==> src/rtl/kug_pkg.sv <==
package kug_pkg;
    typedef enum logic [1:0] {
        ST_IDLE   = 2'd0,
        ST_HALF   = 2'd1,
        ST_OPEN   = 2'd2,
        ST_BARRED = 2'd3
    } kug_state_e;

    localparam int unsigned KUG_ADDR_KEY  = 0;
    localparam int unsigned KUG_ADDR_CTRL = 1;
    localparam int unsigned KUG_ADDR_IEN  = 2;
endpackage

==> src/rtl/kug_seq_fsm.sv <==
module kug_seq_fsm
    import kug_pkg::*;
#(
    parameter int unsigned DATA_W = 32,
    parameter logic [DATA_W-1:0] KEY_FIRST  = 32'h4567_0123,
    parameter logic [DATA_W-1:0] KEY_SECOND = 32'hCDEF_89AB
) (
    input  logic              clk,
    input  logic              rst_n,
    input  logic              key_wr,
    input  logic [DATA_W-1:0] key_data,
    input  logic              relock,
    output kug_state_e        state_o,
    output logic              locked_o,
    output logic              barred_o
);
    kug_state_e st_q, st_d;

    always_ff @(posedge clk or negedge rst_n) begin
        if (!rst_n) st_q <= ST_IDLE;
        else        st_q <= st_d;
    end

    always_comb begin
        st_d = st_q;
        unique case (st_q)
            ST_IDLE: if (key_wr) st_d = (key_data == KEY_FIRST)  ? ST_HALF : ST_BARRED;
            ST_HALF: if (key_wr) st_d = (key_data == KEY_SECOND) ? ST_OPEN : ST_BARRED;
            ST_OPEN: begin
                if (key_wr)      st_d = ST_BARRED;
                else if (relock) st_d = ST_IDLE;
            end
            ST_BARRED: st_d = ST_BARRED;
            default:   st_d = ST_BARRED;
        endcase
    end

    always_comb begin
        locked_o = 1'b1;
        barred_o = 1'b0;
        unique case (st_q)
            ST_IDLE, ST_HALF: locked_o = 1'b1;
            ST_OPEN:          locked_o = 1'b0;
            ST_BARRED:        barred_o = 1'b1;
            default:          barred_o = 1'b1;
        endcase
    end

    assign state_o = st_q;
endmodule

==> src/rtl/kug_regs.sv <==
module kug_regs #(
    parameter int unsigned DATA_W = 32
) (
    input  logic              clk,
    input  logic              rst_n,
    input  logic              ctrl_we,
    input  logic              ien_we,
    input  logic [DATA_W-1:0] wdata,
    output logic [DATA_W-1:1] ctrl_bits_o,
    output logic [DATA_W-1:0] ien_o
);
    always_ff @(posedge clk or negedge rst_n) begin
        if (!rst_n) begin
            ctrl_bits_o <= '0;
            ien_o       <= '0;
        end else begin
            if (ctrl_we) ctrl_bits_o <= wdata[DATA_W-1:1];
            if (ien_we)  ien_o       <= wdata;
        end
    end
endmodule

==> src/rtl/kug_bus_resp.sv <==
module kug_bus_resp
    import kug_pkg::*;
#(
    parameter int unsigned DATA_W = 32,
    parameter int unsigned ADDR_W = 4
) (
    input  logic              bus_wr,
    input  logic              bus_rd,
    input  logic [ADDR_W-1:0] bus_addr,
    input  logic              locked,
    input  logic              barred,
    input  logic [DATA_W-1:1] ctrl_bits,
    input  logic [DATA_W-1:0] ien,
    output logic              key_hit,
    output logic              ctrl_hit,
    output logic              ien_hit,
    output logic [DATA_W-1:0] rdata,
    output logic              err
);
    assign key_hit  = (bus_addr == ADDR_W'(KUG_ADDR_KEY));
    assign ctrl_hit = (bus_addr == ADDR_W'(KUG_ADDR_CTRL));
    assign ien_hit  = (bus_addr == ADDR_W'(KUG_ADDR_IEN));

    always_comb begin
        if (ctrl_hit)     rdata = {ctrl_bits, locked};
        else if (ien_hit) rdata = ien;
        else              rdata = '0;
    end

    assign err = barred && (bus_wr || bus_rd) && (key_hit || ctrl_hit);
endmodule

==> src/rtl/key_unlock_guard.sv <==
module key_unlock_guard
    import kug_pkg::*;
#(
    parameter int unsigned DATA_W = 32,
    parameter int unsigned ADDR_W = 4,
    parameter logic [DATA_W-1:0] KEY_FIRST  = 32'h4567_0123,
    parameter logic [DATA_W-1:0] KEY_SECOND = 32'hCDEF_89AB
) (
    input  logic              clk,
    input  logic              rst_n,
    input  logic              bus_wr,
    input  logic              bus_rd,
    input  logic [ADDR_W-1:0] bus_addr,
    input  logic [DATA_W-1:0] bus_wdata,
    output logic [DATA_W-1:0] bus_rdata,
    output logic              bus_err,
    output logic              lock_o
);
    kug_state_e        st;
    logic              locked, barred;
    logic              key_hit, ctrl_hit, ien_hit;
    logic [DATA_W-1:1] ctrl_bits;
    logic [DATA_W-1:0] ien;
    logic              key_wr, ctrl_we, ien_we, relock;

    assign key_wr  = bus_wr && key_hit && !barred;
    assign ctrl_we = bus_wr && ctrl_hit && !locked;
    assign ien_we  = bus_wr && ien_hit && !locked;
    assign relock  = ctrl_we && bus_wdata[0];

    kug_seq_fsm #(.DATA_W(DATA_W), .KEY_FIRST(KEY_FIRST), .KEY_SECOND(KEY_SECOND)) u_fsm (
        .clk(clk), .rst_n(rst_n), .key_wr(key_wr), .key_data(bus_wdata),
        .relock(relock), .state_o(st), .locked_o(locked), .barred_o(barred)
    );

    kug_regs #(.DATA_W(DATA_W)) u_regs (
        .clk(clk), .rst_n(rst_n), .ctrl_we(ctrl_we), .ien_we(ien_we),
        .wdata(bus_wdata), .ctrl_bits_o(ctrl_bits), .ien_o(ien)
    );

    kug_bus_resp #(.DATA_W(DATA_W), .ADDR_W(ADDR_W)) u_resp (
        .bus_wr(bus_wr), .bus_rd(bus_rd), .bus_addr(bus_addr),
        .locked(locked), .barred(barred), .ctrl_bits(ctrl_bits), .ien(ien),
        .key_hit(key_hit), .ctrl_hit(ctrl_hit), .ien_hit(ien_hit),
        .rdata(bus_rdata), .err(bus_err)
    );

    assign lock_o = locked;
endmodule

==> config.mk <==
export PLATFORM = sky130hd
export DESIGN_NAME = key_unlock_guard
export DESIGN_NICKNAME = d
export VERILOG_FILES = /design/src/rtl/kug_pkg.sv /design/src/rtl/kug_seq_fsm.sv /design/src/rtl/kug_regs.sv /design/src/rtl/kug_bus_resp.sv /design/src/rtl/key_unlock_guard.sv
export SDC_FILE = /design/constraint.sdc
export NUM_CORES = 1
export LEC_CHECK = 0
export BUFFER_PORTS_ARGS = -buffer_cell sky130_fd_sc_hd__buf_2
export CORE_MARGIN = 10
export CORE_UTILIZATION = 31
export CTS_BUF_LIST = sky130_fd_sc_hd__clkbuf_4 sky130_fd_sc_hd__clkbuf_8 sky130_fd_sc_hd__clkbuf_16
export DETAILED_ROUTE_END_ITERATION = 8
export GPL_ROUTABILITY_DRIVEN = 0
export PLACE_DENSITY_LB_ADDON = 0.08
export REMOVE_ABC_BUFFERS = 1
export SYNTH_ARGS = -nofsm -noshare
export SYNTH_HDL_FRONTEND = slang
export SYNTH_SLANG_ARGS = --single-unit
==> constraint.sdc <==
create_clock -name clk -period 2.93 [get_ports clk]
set_clock_uncertainty 0.15 [all_clocks]
set_input_delay 0.1465 -clock clk [delete_from_list [all_inputs] [get_ports clk]]
set_output_delay 0.1465 -clock clk [all_outputs]
set_load 0.02 [all_outputs]
==> flow_summary.yaml, run 1 <==
sta:
  maxSlewViolCount: 0
  grt_setup_unrepaired: "no"
  setup_viol: 0
  worst_pin_slew_ns: 0.854
  hold_viol: 0
  final.min_clock_period_ns: 1.97
  timing.setup.tns_ns: 0
  fmax_mhz: 508
  slew_headroom: 0.431
  fin_crit_sh: 0.671
setup_path:
  crit_type: "register to register"
  r2r_start: "u_fsm.state_o[0]"
  r2r_cells: 3
  cp_top_family: "simple AND/OR/NAND/NOR gates"
  slowest_delay_ns: 0.66
  required_ns: 3.01
  endpoint_kind: "register"
  rrSetupSlack_ns: 0.96
  endpoint: "u_regs.ctrl_bits_o[18]"
  setup.worst_path.start: "u_fsm.state_o[0]"
  path_max_fanout: 15
  start_kind: "register"
  cp.buffers_inverters: 1
  cp_slowest_cell: "and4b_2"
  cp_cell_sequence: "and4b_2 -> buf_4 -> mux2_4"
  r2r-end: "u_regs.ctrl_bits_o[18]"
  path_depth: 3
  arrival_ns: 2.04
synth:
  synth_xor_area_frac: 0
  synth_top_area_frac: 0.528
  postSynthCellCount: 205
  synthMuxAreaShare: 0.267
  synth_edf_count: 0
  yosys.area.top_type: "dfrtp_1"
  ys_ff_latch: 65
  yosysSeqAreaShare: 0.528
  synthTopCellsByArea: "dfrtp_1, mux2_4, mux2_2"
  synth_warnings: 0
  netlist_area_sq_mm: 0.00308
  synth_top_family_by_area: "multiplexers"
  synth-simple-area-share: 0.0625
  yosysMostFrequentCell: "dfrtp_1"
  synthAdderAreaFrac: 0
  async_flop_share: 1.00
  synth-compound-area-share: 0.100
  yosysUniqueCellTypes: 28
  synth_ff_type: "dfrtp_1"
  synthTopCellsByCount: "dfrtp_1, a22o_1, mux2_2, mux2_4, clkbuf_1"
  syn_area_per_cell_sq_um: 15.0
place:
  hpwl_mm: 5.46
  io_buffers: 73
  dpl_cell_area_sq_mm: 0.00356
power_and_ir_drop:
  ir_worst_vdd_mv: 0.175
  p_leak_uw: 0.00202
  p_per_area_mw_per_mm2: 543
  total_power_uw: 2200
finish:
  syn_to_final_growth_pct: 31.7
  drive_gt1_frac: 0.503
  nNetsFinal: 357
  design_area_sq_mm: 0.00406
  antennaDiodeCount: 0
floorplanning:
  die_area_sq_mm: 0.0143
  die_x_microns: 120
  initial_core_util: 0.317
  die_h_microns: 120
  rows: 36
  core_area_sq_mm: 0.00973
  ios: 74
grt:
  grt_pass1_vias: 2395
  grt_pass1_wl_mm: 13.4
  grt_usage: 0.116
  grt_max_degree: 66
  grt-ovfl-total: 0
  antenna_found_initial: 0
drt:
  wl_mm: 8.18
  vias: 2129
  dr.pass1.iters: 4
  drt_iter0_markers: 91
  antenna_left: 0
  wl_per_cell_microns: 18.1
  vias_per_cell: 4.70
  drc: 0
clock_network:
  cts_sinks: 65
  clk_transition_reported_paths_ns: 0.07
  cts_tree: "done"
  ctsResizeCount: 0
  clk_latency_ns: 0.33
  numCtsBuffers: 9
  post_cts_buffers: 0
  cts-root-buf: "clkbuf_8"
  htree_levels: 3
  clockBufferDepth: 2
status:
  status: "finished, final reports clean"
min_path:
  hold_class: "input pin to register"
job:
  max_cap_viol_count: 0
-- where the power goes --
part           internal (uW)  switching (uW)
registers               1060            93.7
clock network            341             346
logic                    233             135
total                   1630             575
-- metal layers --
layer / global-route usage / vias up / part of all wire
li1: - / 999 / -
met1: 0.157 / 1066 / 0.49
met2: 0.169 / 53 / 0.44
met3: 0.0361 / 11 / 0.055
met4: 0.0452 / 0 / 0.016
met5: 0 / - / 0
-- cells by family (layout without fill, tap and decap cells) --
group | count (synthesis) | after routing
and+or+nand+nor | 26 | 26
muxes | 63 | 63
DFF | 65 | 65
buffers and inverters | 15 | 130
AOI/OAI and AO/OA | 36 | 36
-- sequential cells by signal, summed over array words and instances (netlist names) --
register,count
u_regs.ien_o,32
u_regs.ctrl_bits_o,31
u_fsm.state_o,2
-- worst min path at each step --
stage                     depth (start not counted)    from          endpoint
final                                             4  bus_wr  u_fsm.state_o[1]
after floorplan                                   0   rst_n  u_fsm.state_o[0]
after CTS                                         4  bus_wr  u_fsm.state_o[1]
after global routing                              3  bus_wr  u_fsm.state_o[0]
after detailed placement                          2   rst_n   u_regs.ien_o[4]
after global placement                            2   rst_n   u_regs.ien_o[4]
-- layout by cell type, fill, tap and decap left out --
master,netlist,final
buf_2,1,73
and4b_1,3,1
and3b_1,1,1
nand4b_1,1,1
nor4b_4,1,1
nand3_1,2,2
nor3_2,1,1
clkinv_2,0,2
mux2_1,3,3
mux2_2,30,30
a31oi_1,2,2
a21oi_1,1,1
and2_1,1,1
nor2_1,3,3
clkbuf_8,0,11
dlygate4sd3_1,0,33
nand2b_1,1,1
a22o_1,32,32
nor3_1,4,4
nand4_1,3,3
buf_4,3,10
or4_1,1,1
nor4b_1,2,2
nor4bb_1,1,1
and4b_2,0,2
dfrtp_1,65,65
mux2_4,30,30
clkinvlp_4,0,1
nand2_1,1,1
o2111a_1,1,1
-- layout make-up --
class	instances	area [sq um]
tap	133	166
fill	979	5670
clock buffer	11	151
sequential	65	1630
multi-input combinational	125	1330
timing repair buffer	116	771
clock inverter	3	17.5
-- through the flow --
step / util / setup slack [ns] / hold slack [ns] / cells
after floorplan: - / -0.187 / -0.299 / 190
after global placement: 0.366 / 0.772 / 0.262 / 406
after detailed placement: 0.366 / 0.737 / 0.258 / 406
after CTS: 0.417 / 0.948 / 0.0897 / 453
after global routing: 0.417 / 0.891 / 0.133 / 453
final: 0.417 / 0.963 / 0.106 / 453
-- worst register-to-register path: stages (launching register included) --
cell and delay (ns):
dfrtp_1 0.46, and4b_2 0.66, buf_4 0.28, mux2_4 0.31
-- repair_timing --
action | in CTS | in global routing
hold buffers | 33 | 0
hold endpoints to repair | 128 | 0
setup endpoints to repair | 0 | 0
No activity file was read; power rests on OpenSTA's default activity.
==> run 2, diff against run 1 <==
==> constraint.sdc (replaced) <==
create_clock -name clk -period 1.9 [get_ports clk]
set_clock_uncertainty 0.15 [all_clocks]
set_input_delay 0.095 -clock clk [delete_from_list [all_inputs] [get_ports clk]]
set_output_delay 0.095 -clock clk [all_outputs]
set_load 0.02 [all_outputs]
==> run 2 against run 1 <==
Final cell count did not move. Clock-buffer cell count grew 2. Critical path type is now input pin to register. Hold slack got worse by 0.045 ns. Worst setup slack worse by 0.81 ns.
==> flow_summary.yaml, run 2 (synthesis results as in run 1) <==
place:
  io_buffers: 73
  dpl_cell_area_sq_mm: 0.00361
  placed_cells: 405
clock_network:
  clockBufferDepth: 2
  cts_hold_buf: 33
  ctsResizeCount: 0
  cts-root-buf: "clkbuf_8"
  clk_transition_reported_paths_ns: 0.06
  cts_tree: "done"
  clk_latency_ns: 0.33
  numCtsBuffers: 9
  post_cts_buffers: 0
  cts_sinks: 65
  htree_levels: 3
min_path:
  hold_class: "input pin to register"
drt:
  drt_iter0_markers: 93
  drc: 0
  vias_per_cell: 4.71
  antenna_left: 0
  vias: 2133
  wl_per_cell_microns: 18.3
  wl_mm: 8.29
  dr.pass1.iters: 4
setup_path:
  endpoint_kind: "register"
  cp_cell_sequence: "dlygate4sd3_1 -> buf_2 -> nor4bb_1 -> nand4_1 -> nor3_1 -> a31oi_1"
  cp_top_family: "simple AND/OR/NAND/NOR gates"
  crit_type: "input pin to register"
  slowest_delay_ns: 0.53
  cp_slowest_cell: "dlygate4sd3_1"
  required_ns: 1.95
  path_max_fanout: 3
  arrival_ns: 1.80
  start_kind: "input pin"
  cp.buffers_inverters: 2
finish:
  final_core_util: 0.425
  drive_gt1_frac: 0.503
  largest_reg_flops: 32
  fin_cells: 453
  final_cell_mix: "buf_2, dfrtp_1, dlygate4sd3_1, a22o_1"
  final_common_cell: "buf_2"
  regMostFlops: "u_regs.ien_o"
  design_area_sq_mm: 0.00413
  nNetsFinal: 356
  antennaDiodeCount: 0
  syn_to_final_growth_pct: 34.0
grt:
  grt_usage: 0.120
  grt_pass1_wl_mm: 13.7
  grt-ovfl-total: 0
  grt_pass1_vias: 2437
  antenna_found_initial: 0
  grt_max_degree: 33
sta:
  timing.setup.tns_ns: 0
  maxSlewViolCount: 0
  fmax_mhz: 571
  grt_setup_unrepaired: "no"
  fin_crit_sh: 0.921
  worst_pin_slew_ns: 0.612
  final.min_clock_period_ns: 1.75
  slew_headroom: 0.592
  setup_viol: 0
  hold_viol: 0
floorplanning:
  die_area_sq_mm: 0.0143
  rows: 36
  ios: 74
  die_h_microns: 120
  initial_core_util: 0.317
  die_x_microns: 120
  core_area_sq_mm: 0.00973
power_and_ir_drop:
  ir_worst_vdd_mv: 0.357
  p_leak_uw: 0.00203
  p_per_area_mw_per_mm2: 837
job:
  max_cap_viol_count: 0
status:
  status: "finished, final reports clean"
-- run 2: path summary, 6_finish.rpt --
kind / startpoint / cells after the start / to / slack [ns]
worst max-delay path: bus_wdata[6] / 6 / u_fsm.state_o[0] / 0.15
worst min-delay path: bus_wr / 4 / u_fsm.state_o[1] / 0.06
worst max register to register: u_fsm.state_o[0] / 3 / u_regs.ctrl_bits_o[22] / 0.22
worst min register to register: u_regs.ien_o[30] / 1 / u_regs.ien_o[30] / 0.34
max in group asynchronous: rst_n / 3 / u_regs.ien_o[25] / 0.90
min in group asynchronous: rst_n / 2 / u_regs.ien_o[4] / 0.15
-- run 2: stage by stage --
stage | total power (uW) | hold slack (ns) | setup WS (ns)
after floorplan | 2110 | -0.351 | -1.17
after global placement | 2320 | -0.00996 | 0.222
after detailed placement | 2330 | -0.0108 | 0.204
after CTS | 3530 | 0.0420 | 0.136
after global routing | 3660 | 0.0526 | 0.0564
final | 3460 | 0.0613 | 0.150
-- run 2: cell type report --
cell class                 count  area [sq um]
timing repair buffer         115           826
fill                         948          5600
clock buffer                  13           173
sequential                    65          1630
multi-input combinational    125          1330
clock inverter                 2          12.5
tap                          133           166
-- run 2: layer usage --
layer	wire length [microns]	GRT usage	up-vias	part of all wire
met5	0	0	-	0
met4	75	0.0294	0	0.0091
met3	586	0.0525	7	0.071
met2	3810	0.187	55	0.46
met1	3820	0.148	1070	0.46
li1	-	-	1001	-
-- run 2: worst register-to-register path, stage by stage (launching register included) --
cell     delay, ns
dfrtp_1       0.47
and4b_2       0.37
buf_12        0.22
mux2_2        0.36
-- run 2: power breakdown --
group          total [uW]  switching [uW]  internal [uW]
clock                1110             522            587
sequential           1770             140           1630
combinational         581             213            368
total                3460             875           2580
==> run 3, diff against run 2 <==
--- a/config.mk
+++ b/config.mk
@@ -6,6 +6,8 @@
 export NUM_CORES = 1
 export LEC_CHECK = 0
 export BUFFER_PORTS_ARGS = -buffer_cell sky130_fd_sc_hd__buf_2
+export CELL_PAD_IN_SITES_DETAIL_PLACEMENT = 1
+export CELL_PAD_IN_SITES_GLOBAL_PLACEMENT = 1
 export CORE_MARGIN = 10
 export CORE_UTILIZATION = 31
 export CTS_BUF_LIST = sky130_fd_sc_hd__clkbuf_4 sky130_fd_sc_hd__clkbuf_8 sky130_fd_sc_hd__clkbuf_16
==> run 3 against run 2 <==
Largest power group unchanged. Register-to-register slack barely moved. Largest cell class unchanged. Clock power rose by 9.9%. Non-clock buffer count rose by 1. Critical endpoint is now u_regs.ien_o[17].
==> flow_summary.yaml, run 3 (synthesis results as in run 1) <==
status:
  status: "finished, final reports clean"
clock_network:
  numCtsBuffers: 9
  clockBufferDepth: 2
  post_cts_buffers: 0
  cts_sinks: 65
  clk_latency_ns: 0.34
  cts-root-buf: "clkbuf_8"
  clk_transition_reported_paths_ns: 0.08
  cts_tree: "done"
  htree_levels: 3
sta:
  fmax_mhz: 596
  hold_viol: 0
  maxSlewViolCount: 0
  fin_crit_sh: 0.883
  setup_viol: 0
  grt_setup_unrepaired: "no"
  final.min_clock_period_ns: 1.68
  slew_headroom: 0.701
  worst_pin_slew_ns: 0.448
power_and_ir_drop:
  p_leak_uw: 0.00204
  p_per_area_mw_per_mm2: 858
  total_power_uw: 3560
  ir_worst_vdd_mv: 0.286
grt:
  grt-ovfl-total: 0
  grt_max_degree: 49
  antenna_found_initial: 1
  grt_pass1_wl_mm: 14.0
  grt_pass1_vias: 2485
  grt_usage: 0.123
drt:
  vias: 2172
  antenna_left: 0
  wl_mm: 8.69
  vias_per_cell: 4.76
  drt_iter0_markers: 91
  drc: 0
  wl_per_cell_microns: 19.1
  dr.pass1.iters: 4
min_path:
  hold_class: "input pin to register"
  holdPathStages: 4
setup_path:
  arrival_ns: 1.75
  required_ns: 1.97
  start_kind: "register"
  r2r_cells: 3
  path_max_fanout: 9
  crit_type: "register to register"
  endpoint_kind: "register"
floorplanning:
  die_area_sq_mm: 0.0143
  ios: 74
  core_area_sq_mm: 0.00973
  die_x_microns: 120
  rows: 36
  initial_core_util: 0.317
  die_h_microns: 120
finish:
  fin_cells: 456
  syn_to_final_growth_pct: 34.7
  final_cell_mix: "buf_2, dfrtp_1, dlygate4sd3_1, a22o_1"
  regMostFlops: "u_regs.ien_o"
  nNetsFinal: 357
  final_common_cell: "buf_2"
  largest_reg_flops: 32
  drive_gt1_frac: 0.509
place:
  placed_cells: 406
  hpwl_mm: 5.67
  io_buffers: 73
job:
  max_cap_viol_count: 0
run 3: cell count changes in the layout (fill, tap and decap cells not counted), sizes merged:
cell | before | now
clkbuf | 13 | 10
clkinvlp | 1 | 3
buf | 82 | 83
bufinv | 0 | 1
diode | 0 | 1
inv | 0 | 1
run 3: per-stage QoR:
step / utilization / instance area, sq um / setup TNS, ns / worst slack, ns / hold slack [ns]
finish: 0.427 / 4150 / 0 / 0.223 / 0.0458
global placement: 0.371 / 3610 / 0 / 0.227 / -0.0828
detailed placement: 0.371 / 3610 / 0 / 0.185 / -0.0846
global route: 0.427 / 4150 / 0 / 0.0640 / 0.0742
floorplan: - / 2950 / -60.74 / -1.17 / -0.351
CTS: 0.426 / 4140 / 0 / 0.135 / 0.0319
run 3: worst max-delay path, cell delays in order, from the launching register on:
cell     delay, ns
dfrtp_1       0.46
and4b_2       0.36
buf_4         0.23
mux2_2        0.35
run 3: final timing paths:
check	from	to	slack (ns)
worst max-delay path	u_fsm.state_o[0]	u_regs.ien_o[17]	0.22
worst min-delay path	bus_wr	u_fsm.state_o[1]	0.05
worst max register to register	u_fsm.state_o[0]	u_regs.ien_o[17]	0.22
worst min register to register	u_regs.ien_o[30]	u_regs.ien_o[30]	0.34
max in group asynchronous	rst_n	u_regs.ctrl_bits_o[11]	0.90
min in group asynchronous	rst_n	u_regs.ien_o[1]	0.07
run 3: where the power goes:
part	switching, uW	internal, uW
Combinational	212	365
Sequential	144	1630
Clock	571	644
run 3: layout make-up:
class | instances | area (sq um)
Clock buffer | 10 | 138
Sequential cell | 65 | 1630
Timing Repair Buffer | 116 | 821
Fill cell | 1067 | 5580
Multi-Input combinational cell | 125 | 1330
Clock inverter | 6 | 66.3
Tap cell | 133 | 166
Antenna cell | 1 | 2.50
run 3: what timing repair did:
item	in CTS	in global routing
hold buffers	33	0
gates resized for setup	0	1
setup endpoints to repair	0	2
endpoints found under the hold margin	129	0
run 3: metal layers:
metal / track usage / part of all wire
met5: 0 / 0
met2: 0.183 / 0.45
met3: 0.0361 / 0.052
met4: 0.0445 / 0.018
met1: 0.164 / 0.48
